**config.mk**
```make
export PLATFORM = sky130hd
export DESIGN_NAME = irq_entry_seq
export DESIGN_NICKNAME = d
export VERILOG_FILES = /design/src/rtl/irq_seq_pkg.sv /design/src/rtl/irq_admit.sv /design/src/rtl/irq_sp_reg.sv /design/src/rtl/irq_entry_seq.sv
export SDC_FILE = /design/constraint.sdc
export NUM_CORES = 1
export LEC_CHECK = 0
export BUFFER_PORTS_ARGS = -buffer_cell sky130_fd_sc_hd__buf_2
export CORE_UTILIZATION = 40
export DETAILED_ROUTE_END_ITERATION = 8
export PLACE_DENSITY = 0.67
export SLEW_MARGIN = 20
export SYNTH_ARGS = -nofsm -noshare
export SYNTH_HDL_FRONTEND = slang
export SYNTH_HIERARCHICAL = 1
export SYNTH_SLANG_ARGS = --single-unit
```
**constraint.sdc**
```tcl
create_clock -name clk -period 3.2 [get_ports clk]
set_input_delay 0.16 -clock clk [delete_from_list [all_inputs] [get_ports clk]]
set_output_delay 0.16 -clock clk [all_outputs]
set_load 0.02 [all_outputs]
```
**src/rtl/irq_seq_pkg.sv**
```systemverilog
package irq_seq_pkg;
  typedef enum logic [2:0] {
    S_IDLE, S_PUSH_PC, S_PUSH_PS, S_FETCH_VEC, S_JUMP,
    S_POP_PS, S_POP_PC, S_RESTORE
  } seq_state_t;
endpackage

```
**src/rtl/irq_admit.sv**
```systemverilog
module irq_admit #(
  parameter int LVL_W = 2
) (
  input  logic             irq_valid,
  input  logic [LVL_W-1:0] irq_level,
  input  logic             ien,
  input  logic [LVL_W-1:0] cur_lvl,
  output logic             take
);
  // strictly higher priority (smaller number) and globally enabled
  always_comb take = irq_valid && ien && (irq_level < cur_lvl);
endmodule

```
**src/rtl/irq_sp_reg.sv**
```systemverilog
module irq_sp_reg #(
  parameter int          ADDR_W  = 16,
  parameter logic [15:0] SP_INIT = 16'h0200,
  parameter int          STEP    = 2
) (
  input  logic              clk,
  input  logic              rst,
  input  logic              dec,
  input  logic              inc,
  output logic [ADDR_W-1:0] sp,
  output logic [ADDR_W-1:0] sp_dn
);
  localparam logic [ADDR_W-1:0] STEP_V = ADDR_W'(STEP);

  always_comb sp_dn = sp - STEP_V;

  always_ff @(posedge clk) begin
    if (rst)      sp <= ADDR_W'(SP_INIT);
    else if (dec) sp <= sp_dn;
    else if (inc) sp <= sp + STEP_V;
  end
endmodule

```
**src/rtl/irq_entry_seq.sv**
```systemverilog
module irq_entry_seq
  import irq_seq_pkg::*;
#(
  parameter int          ADDR_W   = 16,
  parameter int          DATA_W   = 16,
  parameter int          LVL_W    = 2,
  parameter int          VEC_W    = 3,
  parameter int          IL_LSB   = 4,
  parameter int          IEN_BIT  = 6,
  parameter logic [15:0] SP_INIT  = 16'h0200,
  parameter logic [15:0] VEC_BASE = 16'h0040
) (
  input  logic              clk,
  input  logic              rst,
  input  logic              irq_valid,
  input  logic [LVL_W-1:0]  irq_level,
  input  logic [VEC_W-1:0]  irq_vector,
  input  logic              reti_req,
  input  logic [DATA_W-1:0] cur_pc,
  input  logic [DATA_W-1:0] cur_ps,
  output logic              mem_req,
  output logic              mem_we,
  output logic [ADDR_W-1:0] mem_addr,
  output logic [DATA_W-1:0] mem_wdata,
  input  logic [DATA_W-1:0] mem_rdata,
  output logic              pc_load,
  output logic [DATA_W-1:0] pc_value,
  output logic              ps_load,
  output logic [DATA_W-1:0] ps_value,
  output logic              busy,
  output logic              wake
);
  localparam int WORD_BYTES = DATA_W / 8;

  seq_state_t        state;
  logic [DATA_W-1:0] eff_pc, eff_ps, ps_hold, ps_entry;
  logic [LVL_W-1:0]  lvl_hold;
  logic [VEC_W-1:0]  vec_hold;
  logic [ADDR_W-1:0] sp, sp_dn, vec_addr;
  logic              in_idle, take, start_irq, start_ret, sp_dec, sp_inc;

  // forward loads issued in this very cycle so that re-evaluation sees them
  always_comb begin
    eff_pc = pc_load ? pc_value : cur_pc;
    eff_ps = ps_load ? ps_value : cur_ps;
  end

  irq_admit #(.LVL_W(LVL_W)) u_admit (
    .irq_valid (irq_valid),
    .irq_level (irq_level),
    .ien       (eff_ps[IEN_BIT]),
    .cur_lvl   (eff_ps[IL_LSB +: LVL_W]),
    .take      (take)
  );

  always_comb begin
    in_idle   = (state == S_IDLE);
    start_ret = in_idle && reti_req;
    start_irq = in_idle && !reti_req && take;
    sp_dec    = start_irq || (state == S_PUSH_PC);
    sp_inc    = start_ret || (state == S_POP_PS);
    vec_addr  = ADDR_W'(VEC_BASE) + ADDR_W'(vec_hold) * ADDR_W'(WORD_BYTES);
    ps_entry  = ps_hold;
    ps_entry[IL_LSB +: LVL_W] = lvl_hold;
    busy      = !in_idle;
  end

  irq_sp_reg #(.ADDR_W(ADDR_W), .SP_INIT(SP_INIT), .STEP(WORD_BYTES)) u_sp (
    .clk   (clk),
    .rst   (rst),
    .dec   (sp_dec),
    .inc   (sp_inc),
    .sp    (sp),
    .sp_dn (sp_dn)
  );

  always_ff @(posedge clk) begin
    if (rst) begin
      state     <= S_IDLE;
      mem_req   <= 1'b0;
      mem_we    <= 1'b0;
      mem_addr  <= '0;
      mem_wdata <= '0;
      pc_load   <= 1'b0;
      pc_value  <= '0;
      ps_load   <= 1'b0;
      ps_value  <= '0;
      wake      <= 1'b0;
      ps_hold   <= '0;
      lvl_hold  <= '0;
      vec_hold  <= '0;
    end else begin
      mem_req <= 1'b0;
      mem_we  <= 1'b0;
      pc_load <= 1'b0;
      ps_load <= 1'b0;
      wake    <= 1'b0;
      unique case (state)
        S_IDLE: begin
          if (start_ret) begin
            mem_req  <= 1'b1;
            mem_addr <= sp;
            state    <= S_POP_PS;
          end else if (start_irq) begin
            mem_req   <= 1'b1;
            mem_we    <= 1'b1;
            mem_addr  <= sp_dn;
            mem_wdata <= eff_pc;
            ps_hold   <= eff_ps;
            lvl_hold  <= irq_level;
            vec_hold  <= irq_vector;
            wake      <= 1'b1;
            state     <= S_PUSH_PC;
          end
        end
        S_PUSH_PC: begin
          mem_req   <= 1'b1;
          mem_we    <= 1'b1;
          mem_addr  <= sp_dn;
          mem_wdata <= ps_hold;
          state     <= S_PUSH_PS;
        end
        S_PUSH_PS: begin
          mem_req  <= 1'b1;
          mem_addr <= vec_addr;
          state    <= S_FETCH_VEC;
        end
        S_FETCH_VEC: state <= S_JUMP;
        S_JUMP: begin
          pc_load  <= 1'b1;
          pc_value <= mem_rdata;
          ps_load  <= 1'b1;
          ps_value <= ps_entry;
          state    <= S_IDLE;
        end
        S_POP_PS: begin
          mem_req  <= 1'b1;
          mem_addr <= sp;
          state    <= S_POP_PC;
        end
        S_POP_PC: begin
          ps_hold <= mem_rdata;
          state   <= S_RESTORE;
        end
        S_RESTORE: begin
          pc_load  <= 1'b1;
          pc_value <= mem_rdata;
          ps_load  <= 1'b1;
          ps_value <= ps_hold;
          state    <= S_IDLE;
        end
        default: state <= S_IDLE;
      endcase
    end
  end
endmodule

```
==> results of run 1 <==
[logic make-up after synthesis]
logic type               synth area share [%]
buffers and inverters                    6.46
AO/OA/AOI/OAI                            21.1
adder cells (fa/ha/maj)                 0.648
XOR/XNOR                                 2.57
flip-flops                               37.0
multiplexers                             11.0
AND/OR/NAND/NOR                          21.2
other                                  0.0648
[power by group]
part	total [uW]	switching [uW]	internal, uW
clock	1080	533	545
combinational	1460	904	555
sequential	1590	120	1470
[metal layers]
layer,vias to the layer above,track usage [%]
met4,0,7.32
met1,2645,29.0
met3,11,2.79
li1,2754,-
met5,-,0
met2,152,33.6
[final cells by class]
type	count	area, um2	area share [%]
clock inverter	6	53.8	0.792
clock buffer	10	229	3.37
sequential	107	2140	31.6
antenna	1	2.50	0.0368
multi-input combinational	549	3280	48.3
tap	180	225	3.32
timing repair buffer	150	813	12.0
inverter	11	42.5	0.626
[worst min path at each step]
stage | start | end | slack, ns | cells past startpoint
finish | irq_vector[0] | vec_hold[0] | 0.04 | 3
global route | irq_vector[2] | vec_hold[2] | 0.05 | 3
CTS | irq_vector[0] | vec_hold[0] | 0.03 | 3
detailed placement | irq_vector[0] | vec_hold[0] | 0.40 | 3
global placement | irq_vector[1] | vec_hold[1] | 0.40 | 3
floorplan | mem_rdata[0] | pc_value[0] | 0.30 | 2
[worst min-delay path: cells and delay by family]
kind / cells / cell delay, ns
buf+inv: 1 / 0.07
mux: 1 / 0.05
simple gates: 1 / 0.07
[synth_stat cells, types with 6 or more instances]
master	instances
nor2b_1	11
clkbuf_1	43
a21oi_1	87
o211ai_1	29
xor2_1	8
nand2_1	144
inv_1	10
nor2_1	47
a211oi_1	19
o21ai_0	21
nor3_1	18
nor4_1	10
dfxtp_1	107
mux2i_1	49
o21bai_1	12
nand2b_1	7
or3_1	7
xnor2_1	9
nand3_1	6
buf_2	20
mux2_2	12
[registers in the layout, indices dropped and copies added, names as in the netlist]
| signal | flops |
|---|---|
| ps_load | 1 |
| wake | 1 |
| vec_hold | 3 |
| ps_hold | 16 |
| ps_value | 16 |
| u_sp/sp | 15 |
| lvl_hold | 2 |
| mem_wdata | 16 |
| mem_we | 1 |
| mem_req | 1 |
| state | 3 |
| pc_value | 16 |
| mem_addr | 16 |
[stage by stage]
stage               instances  util (%)  worst slack [ns]
floorplan                 738         -           0.00999
global placement          997      46.5             0.358
detailed placement        997      46.5             0.316
CTS                      1013      48.5             0.299
global route             1014      48.6             0.154
finish                   1014      48.6             0.312
==> flow_metrics.env, run 1 <==
export IMPL_ir_drop_uv=287
export IMPL_ys_seq_elements=107
export IMPL_yosysUniqueCellTypes=55
export IMPL_synth_area_mm2=0.00579
export IMPL_cp_start_kind="flop"
export IMPL_yosys_warnings=6
export IMPL_gp_congestion=0.854
export IMPL_fp_dieW_um=122
export IMPL_period_needed_ns=2.89
export IMPL_dieArea_mm2=0.0150
export IMPL_ys_flop_type="dfxtp_1"
export IMPL_areaGrowthSynthToFinish_pct=17.3
export IMPL_worst_pin_slew_ns=0.670
export IMPL_clk_pin_slew_ns=0.08
export IMPL_root_buffer="clkbuf_16"
export IMPL_ios=127
export IMPL_routed_via_density=5.49
export IMPL_final_max_slew_viol_count=0
export IMPL_drc=0
export IMPL_die_h_um=122
export IMPL_io_buffer_count=126
export IMPL_overflow=0
export IMPL_path_cells="mux2_2 > inv_1 > ha_1 > a211oi_2 > nor2b_1 > o21ai_2 > clkinv_2 > nand2b_1 > or4_1 > o31ai_4 > mux2_1"
export IMPL_status="finished, final reports clean"
export IMPL_grt_pass1_wl_um=25000
export IMPL_whs_ns=0.0387
export IMPL_nets=888
export IMPL_start_util_pct=41.4
export IMPL_final_cell_mix="nand2_1 (144), buf_2 (125), dfxtp_1 (106)"
export IMPL_grt_total_usage_pct=21.1
export IMPL_grt_max_degree=49
export IMPL_rsz0062_at_grt="no"
export IMPL_cp_endpoint="u_sp/sp[10]"
export IMPL_path_max_fanout=21
export IMPL_crit_slowest_cell="or4_1"
export IMPL_htree_levels=3
export IMPL_async_flop_share_pct=0
export IMPL_top_layer="met4"
export IMPL_power_total_uw=4130
export IMPL_hold_viol_final=0
export IMPL_critPathKind="reg -> reg"
export IMPL_synth_edff_count=0
export IMPL_fmax_mhz=346
export IMPL_clock_latency_ns=0.35
export IMPL_fin_setup_tns_ns=0
export IMPL_maxCapViolCount=0
export IMPL_antenna_found_initial=1
export IMPL_core_mm2=0.0140
export IMPL_final_layout_size_suffix_gt1_share_pct=22.8
export IMPL_synthTopCellsByArea="dfxtp_1 (37%), nand2_1 (9.3%), mux2i_1 (8.5%)"
export IMPL_syn_inst=737
export IMPL_p_leak_uw=0.00281
export IMPL_post_cts_buffers=0
export IMPL_worst_path_largest_cell_delay_ns=0.57
export IMPL_r2r_start="ps_load"
export IMPL_drt_met1_wl_um=7610
export IMPL_ys_seq_area_share_pct=37.0
export IMPL_r2r_setup_slack_ns=0.31
export IMPL_place_area_mm2=0.00651
export IMPL_cts_resized=0
export IMPL_arrival_ns=3.13
export IMPL_cts_tree="done"
export IMPL_synth_top_area_share_pct=37.0
export IMPL_fillerInstances=1412
export IMPL_cts_hold_fix_buffers=0
export IMPL_cp_depth=11
export IMPL_wl_per_cell_um=15.5
export IMPL_final_period_utilization_pct=90.2
export IMPL_crit_required_ns=3.44
export IMPL_ctsLongestPathBuffers=2
export IMPL_final_common_cell="nand2_1"
export IMPL_avgSynthCellArea_um2=7.86
export IMPL_cts_sinks=107
export IMPL_first_pass_iters=5
export IMPL_post_dp_hpwl_um=11000
export IMPL_finalWirelength_um=15800
export IMPL_synth_top_cell_by_area="dfxtp_1"
export IMPL_wl_met3_um=804
export IMPL_rows=43
export IMPL_crit_start="ps_load"
export IMPL_worstPathBufferInverterCount=2
export IMPL_finalClockSkew_ns=0.0108
export IMPL_ant_nets=0
export IMPL_power_density_mw_per_mm2=608
export IMPL_r2r_end="u_sp/sp[10]"
export IMPL_fin_area_mm2=0.00679
export IMPL_slew_limit_headroom_pct=55.4
export IMPL_path_delay_family="simple AND/OR/NAND/NOR gates"
export IMPL_wl_met2_um=7150
export IMPL_r2r_cells=11
export IMPL_vias=5562
export IMPL_grt_pass1_vias=4884
export IMPL_end_kind="flop"
export IMPL_setup_viol=0
export IMPL_drtIter0Drc=444
export IMPL_min_path_type="in -> reg"
export IMPL_cts_buffers=9
Note: power is estimated with default switching activity, not from simulation.
==> run 2: changes to the inputs <==
Settings changed: GPL_TIMING_DRIVEN set to 0.
==> run 2 against run 1 <==
  * Maximum frequency shrank 5.1%
  * Via count grew 5.4%
  * Flip-flop and latch count is the same
  * Register-to-register slack lost 0.15 ns
  * Combinational power grew 8%
  * Total power grew 5.3%
  * Clock-buffer cell count shrank 1
  * Largest power group unchanged
  * Sequential share of layout area shrank 0.94 points
  * Die area is the same
  * Critical path depth shrank 2
  * Critical endpoint unchanged
==> flow_metrics.env, run 2 (synthesized netlist as in run 1, its figures left out) <==
export IMPL_core_mm2=0.0140
export IMPL_dpl_cell_count=1043
export IMPL_ir_drop_uv=308
export IMPL_path_max_fanout=10
export IMPL_fmax_mhz=329
export IMPL_power_total_uw=4350
export IMPL_rows=43
export IMPL_clock_latency_ns=0.37
export IMPL_drtIter0Drc=489
export IMPL_drc=0
export IMPL_final_cell_mix="buf_2 (144), nand2_1 (144), dfxtp_1 (106)"
export IMPL_wl_per_cell_um=16.9
export IMPL_arrival_ns=3.29
export IMPL_final_layout_size_suffix_gt1_share_pct=22.4
export IMPL_ctsLongestPathBuffers=2
export IMPL_hold_viol_final=0
export IMPL_p_leak_uw=0.00290
export IMPL_first_pass_iters=5
export IMPL_grt_pass1_wl_um=28300
export IMPL_worstPathBufferInverterCount=3
export IMPL_place_area_mm2=0.00665
export IMPL_antenna_found_initial=1
export IMPL_cpMostUsedCell="nand2_1"
export IMPL_post_dp_hpwl_um=13300
export IMPL_htree_levels=3
export IMPL_worst_path_largest_cell_delay_ns=0.56
export IMPL_grt_total_usage_pct=24.5
export IMPL_post_route_util_pct=50.1
export IMPL_final_period_utilization_pct=95.1
export IMPL_min_path_type="in -> reg"
export IMPL_io_buffer_count=125
export IMPL_crit_required_ns=3.45
export IMPL_gp_congestion=0.835
export IMPL_die_h_um=122
export IMPL_nets=935
export IMPL_fillerInstances=1394
export IMPL_ant_nets=0
export IMPL_instances_no_fill=1061
export IMPL_final_max_slew_viol_count=0
export IMPL_overflow=0
export IMPL_path_delay_family="buffers and inverters"
export IMPL_vias=5863
export IMPL_setup_viol=0
export IMPL_grt_max_degree=21
export IMPL_maxCapViolCount=0
export IMPL_end_kind="flop"
export IMPL_grt_pass1_vias=5501
export IMPL_fp_dieW_um=122
export IMPL_status="finished, final reports clean"
export IMPL_cts_buffers=9
export IMPL_cts_sinks=107
export IMPL_ios=127
export IMPL_areaGrowthSynthToFinish_pct=20.9
export IMPL_power_density_mw_per_mm2=621
export IMPL_worst_pin_slew_ns=0.635
export IMPL_root_buffer="clkbuf_16"
export IMPL_critPathKind="reg -> reg"
export IMPL_cp_start_kind="flop"
export IMPL_fin_area_mm2=0.00700
export IMPL_routed_via_density=5.53
export IMPL_slew_limit_headroom_pct=57.7
export IMPL_period_needed_ns=3.04
export IMPL_finalWirelength_um=18000
export IMPL_cts_tree="done"
export IMPL_path_cells="buf_2 > clkbuf_1 > clkbuf_2 > nand2_1 > a21oi_2 > nand2_1 > or4_1 > o31ai_4 > mux2_1"
export IMPL_finalClockSkew_ns=0.0121
export IMPL_dieArea_mm2=0.0150
export IMPL_crit_slowest_cell="or4_1"
export IMPL_start_util_pct=41.4
export IMPL_rsz0062_at_grt="yes"
export IMPL_clk_pin_slew_ns=0.09
==> run 2: cell type report <==
type	count	area, um2	area share, %
Multi-Input combinational cell	549	3300	47.1
Sequential cell	107	2140	30.6
Timing Repair Buffer	126	633	9.04
Buffer	70	329	4.70
Clock buffer	9	225	3.22
Tap cell	180	225	3.22
Clock inverter	7	95.1	1.36
Inverter	11	46.3	0.661
Timing Repair inverter	1	5.00	0.0715
Antenna cell	1	2.50	0.0357
==> run 2: report_power, final <==
part / internal (uW) / total (uW) / leakage [uW] / switching [uW]
sequential: 1470 / 1590 / 0.000871 / 116
clock: 631 / 1190 / 0.000157 / 563
combinational: 585 / 1570 / 0.00187 / 980
total: 2690 / 4350 / 0.00290 / 1660
==> run 2: routing by layer <==
layer  wire length, um  track usage [%]  part of all wire [%]  vias to the layer above
li1                  -                -                     -                     2853
met1              8160             32.7                    45                     2732
met2              8050             39.0                    45                      241
met3              1280             4.23                   7.1                       37
met4               489             9.98                   2.7                        0
met5                 0                0                     0                        -
==> run 2: timing repair <==
action                     CTS  global route
buffers inserted             1             0
resized for setup            4             3
pin swaps                    1             0
setup endpoints to repair   16             5
cloned                       1             0
hold buffers                 0             0
==> run 2: stage by stage <==
stage          setup TNS, ns  hold slack [ns]  worst slack [ns]
6_report                   0           0.0354             0.158
5_1_grt              -0.0277           0.0557           -0.0277
4_1_cts                    0           0.0324            0.0494
3_5_place_dp           -6.92            0.421            -0.665
3_3_place_gp           -7.28            0.389            -0.704
2_1_floorplan              0            0.296           0.00999
==> run 2: worst paths after layout <==
path	start	end	slack, ns	cells after the start
setup reg to reg	state[2]	u_sp/sp[10]	0.16	9
hold reg to reg	mem_wdata[13]	mem_wdata[13]	0.46	2
setup / recovery	state[2]	u_sp/sp[10]	0.16	9
hold / removal	mem_rdata[10]	pc_value[10]	0.04	3
==> run 2: tightest hold or removal path: stages <==
cell and delay [ns]:
buf_2 0.10, nand2_1 0.05, a21oi_1 0.05
==> run 3: changes to the inputs <==
Settings changed: CAP_MARGIN set to 5, SYNTH_HIERARCHICAL 1 to not set.
==> run 3 against run 2 <==
  * Global-route usage increased by 1.8 points
  * Cell count decreased by 0.85%
  * Non-clock buffer count decreased by 5
  * Die area decreased by 2.7%
  * Critical path depth unchanged
  * First-iteration DRC count decreased by 0.41%
  * Area after synthesis decreased by 2.8%
  * Largest power group unchanged
==> flow_metrics.env, run 3 <==
export IMPL_status="finished, final reports clean"
export IMPL_power_density_mw_per_mm2=573
export IMPL_fillerInstances=1344
export IMPL_yosysUniqueCellTypes=62
export IMPL_worst_path_largest_cell_delay_ns=0.59
export IMPL_rsz0062_at_grt="yes"
export IMPL_yosys_warnings=0
export IMPL_r2r_start="ps_load"
export IMPL_cp_start_kind="flop"
export IMPL_path_delay_family="buffers and inverters"
export IMPL_areaGrowthSynthToFinish_pct=20.9
export IMPL_power_total_uw=3900
export IMPL_crit_slowest_cell="a31oi_1"
export IMPL_drtIter0Drc=487
export IMPL_swShare_pct=37.7
export IMPL_muxShareOfSynthArea_pct=9.36
export IMPL_avgSynthCellArea_um2=7.67
export IMPL_dieArea_mm2=0.0146
export IMPL_final_period_utilization_pct=96.2
export IMPL_slew_limit_headroom_pct=43.1
export IMPL_root_buffer="clkbuf_16"
export IMPL_grt_max_degree=19
export IMPL_clock_latency_ns=0.36
export IMPL_cts_tree="done"
export IMPL_synth_area_mm2=0.00563
export IMPL_wl_per_cell_um=17.9
export IMPL_grt_pass1_vias=5191
export IMPL_synth_compound_area_share_pct=22.0
export IMPL_n_antenna_cell=0
export IMPL_hp_start="irq_vector[2]"
export IMPL_final_cell_mix="buf_2 (132), dfxtp_1 (105), nor2_1 (99)"
export IMPL_post_place_ws_ns=-0.700
export IMPL_end_kind="flop"
export IMPL_vias=5927
export IMPL_critPathKind="reg -> reg"
export IMPL_path_max_fanout=10
export IMPL_clk_pin_slew_ns=0.08
export IMPL_path_cells="buf_4 > mux2i_1 > ha_1 > or3b_1 > nor2_1 > a31oi_1 > clkbuf_1 > nor3_1 > or3b_1"
export IMPL_finalWirelength_um=18800
export IMPL_worst_pin_slew_ns=0.854
export IMPL_layout_area_seq_mm2=0.00212
export IMPL_p_comb_share_pct=32.7
export IMPL_p_int_uw=2430
export IMPL_htree_levels=3
export IMPL_post_route_util_pct=50.4
export IMPL_post_dp_hpwl_um=14200
export IMPL_drc=0
export IMPL_synth_top_cell_by_area="dfxtp_1"
export IMPL_ys_seq_elements=106
export IMPL_maxCapViolCount=0
export IMPL_synth_xor_area_share_pct=0.467
export IMPL_synth_top_area_share_pct=37.7
export IMPL_rows=42
export IMPL_yosys_area_share_adder_pct=0.667
export IMPL_grt_pass1_wl_um=29200
export IMPL_instances_no_fill=1052
export IMPL_crit_start="ps_load"
export IMPL_final_max_slew_viol_count=0
export IMPL_worstPathBufferInverterCount=2
export IMPL_async_flop_share_pct=0
export IMPL_ios=127
export IMPL_p_leak_uw=0.00276
export IMPL_grt_total_usage_pct=26.3
export IMPL_cts_sinks=106
export IMPL_fmax_mhz=325
export IMPL_nets=931
export IMPL_first_pass_iters=5
export IMPL_clock_power_share_pct=28.7
export IMPL_ir_drop_uv=305
export IMPL_synth_top_family_by_area="simple AND/OR/NAND/NOR gates"
export IMPL_ys_top_cells_by_count="dfxtp_1 (106), nor2_1 (99), nand2_1 (93)"
export IMPL_ys_seq_area_share_pct=37.7
export IMPL_overflow=0
export IMPL_syn_inst=734
export IMPL_syn_nets=794
export IMPL_io_buffer_count=125
export IMPL_dpl_cell_count=1035
export IMPL_min_path_type="in -> reg"
export IMPL_ys_flop_type="dfxtp_1"
export IMPL_routed_via_density=5.63
export IMPL_setup_viol=0
export IMPL_power_frac_seq_pct=38.6
export IMPL_crit_required_ns=3.44
export IMPL_die_h_um=121
export IMPL_synth_simple_area_share_pct=24.0
export IMPL_hold_viol_final=0
export IMPL_multiInputGateArea_mm2=0.00321
export IMPL_final_common_cell="buf_2"
export IMPL_final_layout_size_suffix_gt1_share_pct=19.9
export IMPL_synth_edff_count=0
export IMPL_synthTopCellsByArea="dfxtp_1 (38%), mux2i_1 (8.4%), a21oi_1 (7.6%)"
export IMPL_fp_dieW_um=121
export IMPL_period_needed_ns=3.08
export IMPL_fin_ws_ns=0.121
export IMPL_gp_congestion=0.919
export IMPL_antenna_found_initial=0
export IMPL_ant_nets=0
export IMPL_start_util_pct=41.7
export IMPL_cpMostUsedCell="or3b_1"
export IMPL_ctsLongestPathBuffers=2
export IMPL_finalClockSkew_ns=0.00850
export IMPL_arrival_ns=3.32
export IMPL_synth_most_common_cell="dfxtp_1"
export IMPL_p_sw_uw=1470
export IMPL_cts_buffers=9
export IMPL_core_mm2=0.0135
==> run 3: cell count changes after synthesis, sizes merged, moves of 9 or more <==
cell,before,now
buf,28,14
nand2,144,93
nand2b,7,21
nand3,6,15
nor2,47,99
o211ai,29,2
o21bai,12,0
o22ai,3,21
==> run 3: area by class of cell <==
class / instances / area share (%)
multi-input cells: 552 / 47.2
flip-flops and latches: 106 / 31.2
repair buffers: 127 / 9.41
plain buffers: 64 / 4.14
clock buffers: 11 / 3.57
well taps: 176 / 3.24
clock inverters: 5 / 0.662
inverters: 11 / 0.607
==> run 3: layer usage <==
| layer | track usage, % | share of wire, % | up-vias |
|---|---|---|---|
| met1 | 39.6 | 47 | 2749 |
| met4 | 9.10 | 2.0 | 0 |
| met3 | 5.28 | 10 | 30 |
| met2 | 36.5 | 41 | 284 |
| li1 | - | - | 2864 |
| met5 | 0 | 0 | - |
==> run 3: power groups by stage <==
stage          clock (uW)  sequential (uW)  combinational (uW)
2_1_floorplan           0             1610                 762
3_3_place_gp            0             1530                1220
3_5_place_dp            0             1530                1220
4_1_cts              1120             1500                1240
5_1_grt              1170             1520                1390
6_report             1120             1500                1270
==> run 3: what timing repair did <==
action,4_1_cts,5_1_grt
pin swaps,0,1
gates resized for setup,5,4
endpoints found under the setup margin,71,16
hold buffers,0,0
setup buffers,0,2
==> run 3: cell families (layout without fill, tap and decap cells) <==
family,count (synthesis),in the layout
xor+xnor,3,3
mux,52,52
fa+ha+maj,3,3
flops,106,106
simple gates,290,290
compound gates,203,203
buf+inv,76,218
other cells,1,1
==> run 3: through the flow <==
stage	hold WS, ns	instance area, um2	setup TNS (ns)
2_1_floorplan	0.296	5630	0
3_3_place_gp	0.391	6470	-25.15
3_5_place_dp	0.406	6470	-29.87
4_1_cts	0.0355	6780	0
5_1_grt	0.0457	6810	-0.240
6_report	0.0325	6810	0
==> run 3: worst paths after layout <==
path	slack, ns	depth (start not counted)	endpoint
max	0.12	9	u_sp.sp[9]
max reg2reg	0.12	9	u_sp.sp[9]
min reg2reg	0.45	2	mem_addr[10]
min	0.03	3	vec_hold[2]
==> run 3: worst reg2reg max path: stages, from the launching register on <==
cell      delay, ns
dfxtp_2        0.44
buf_4          0.26
mux2i_1        0.37
ha_1           0.21
or3b_1         0.13
nor2_1         0.08
a31oi_1        0.59
clkbuf_1       0.43
nor3_1         0.10
or3b_1         0.35
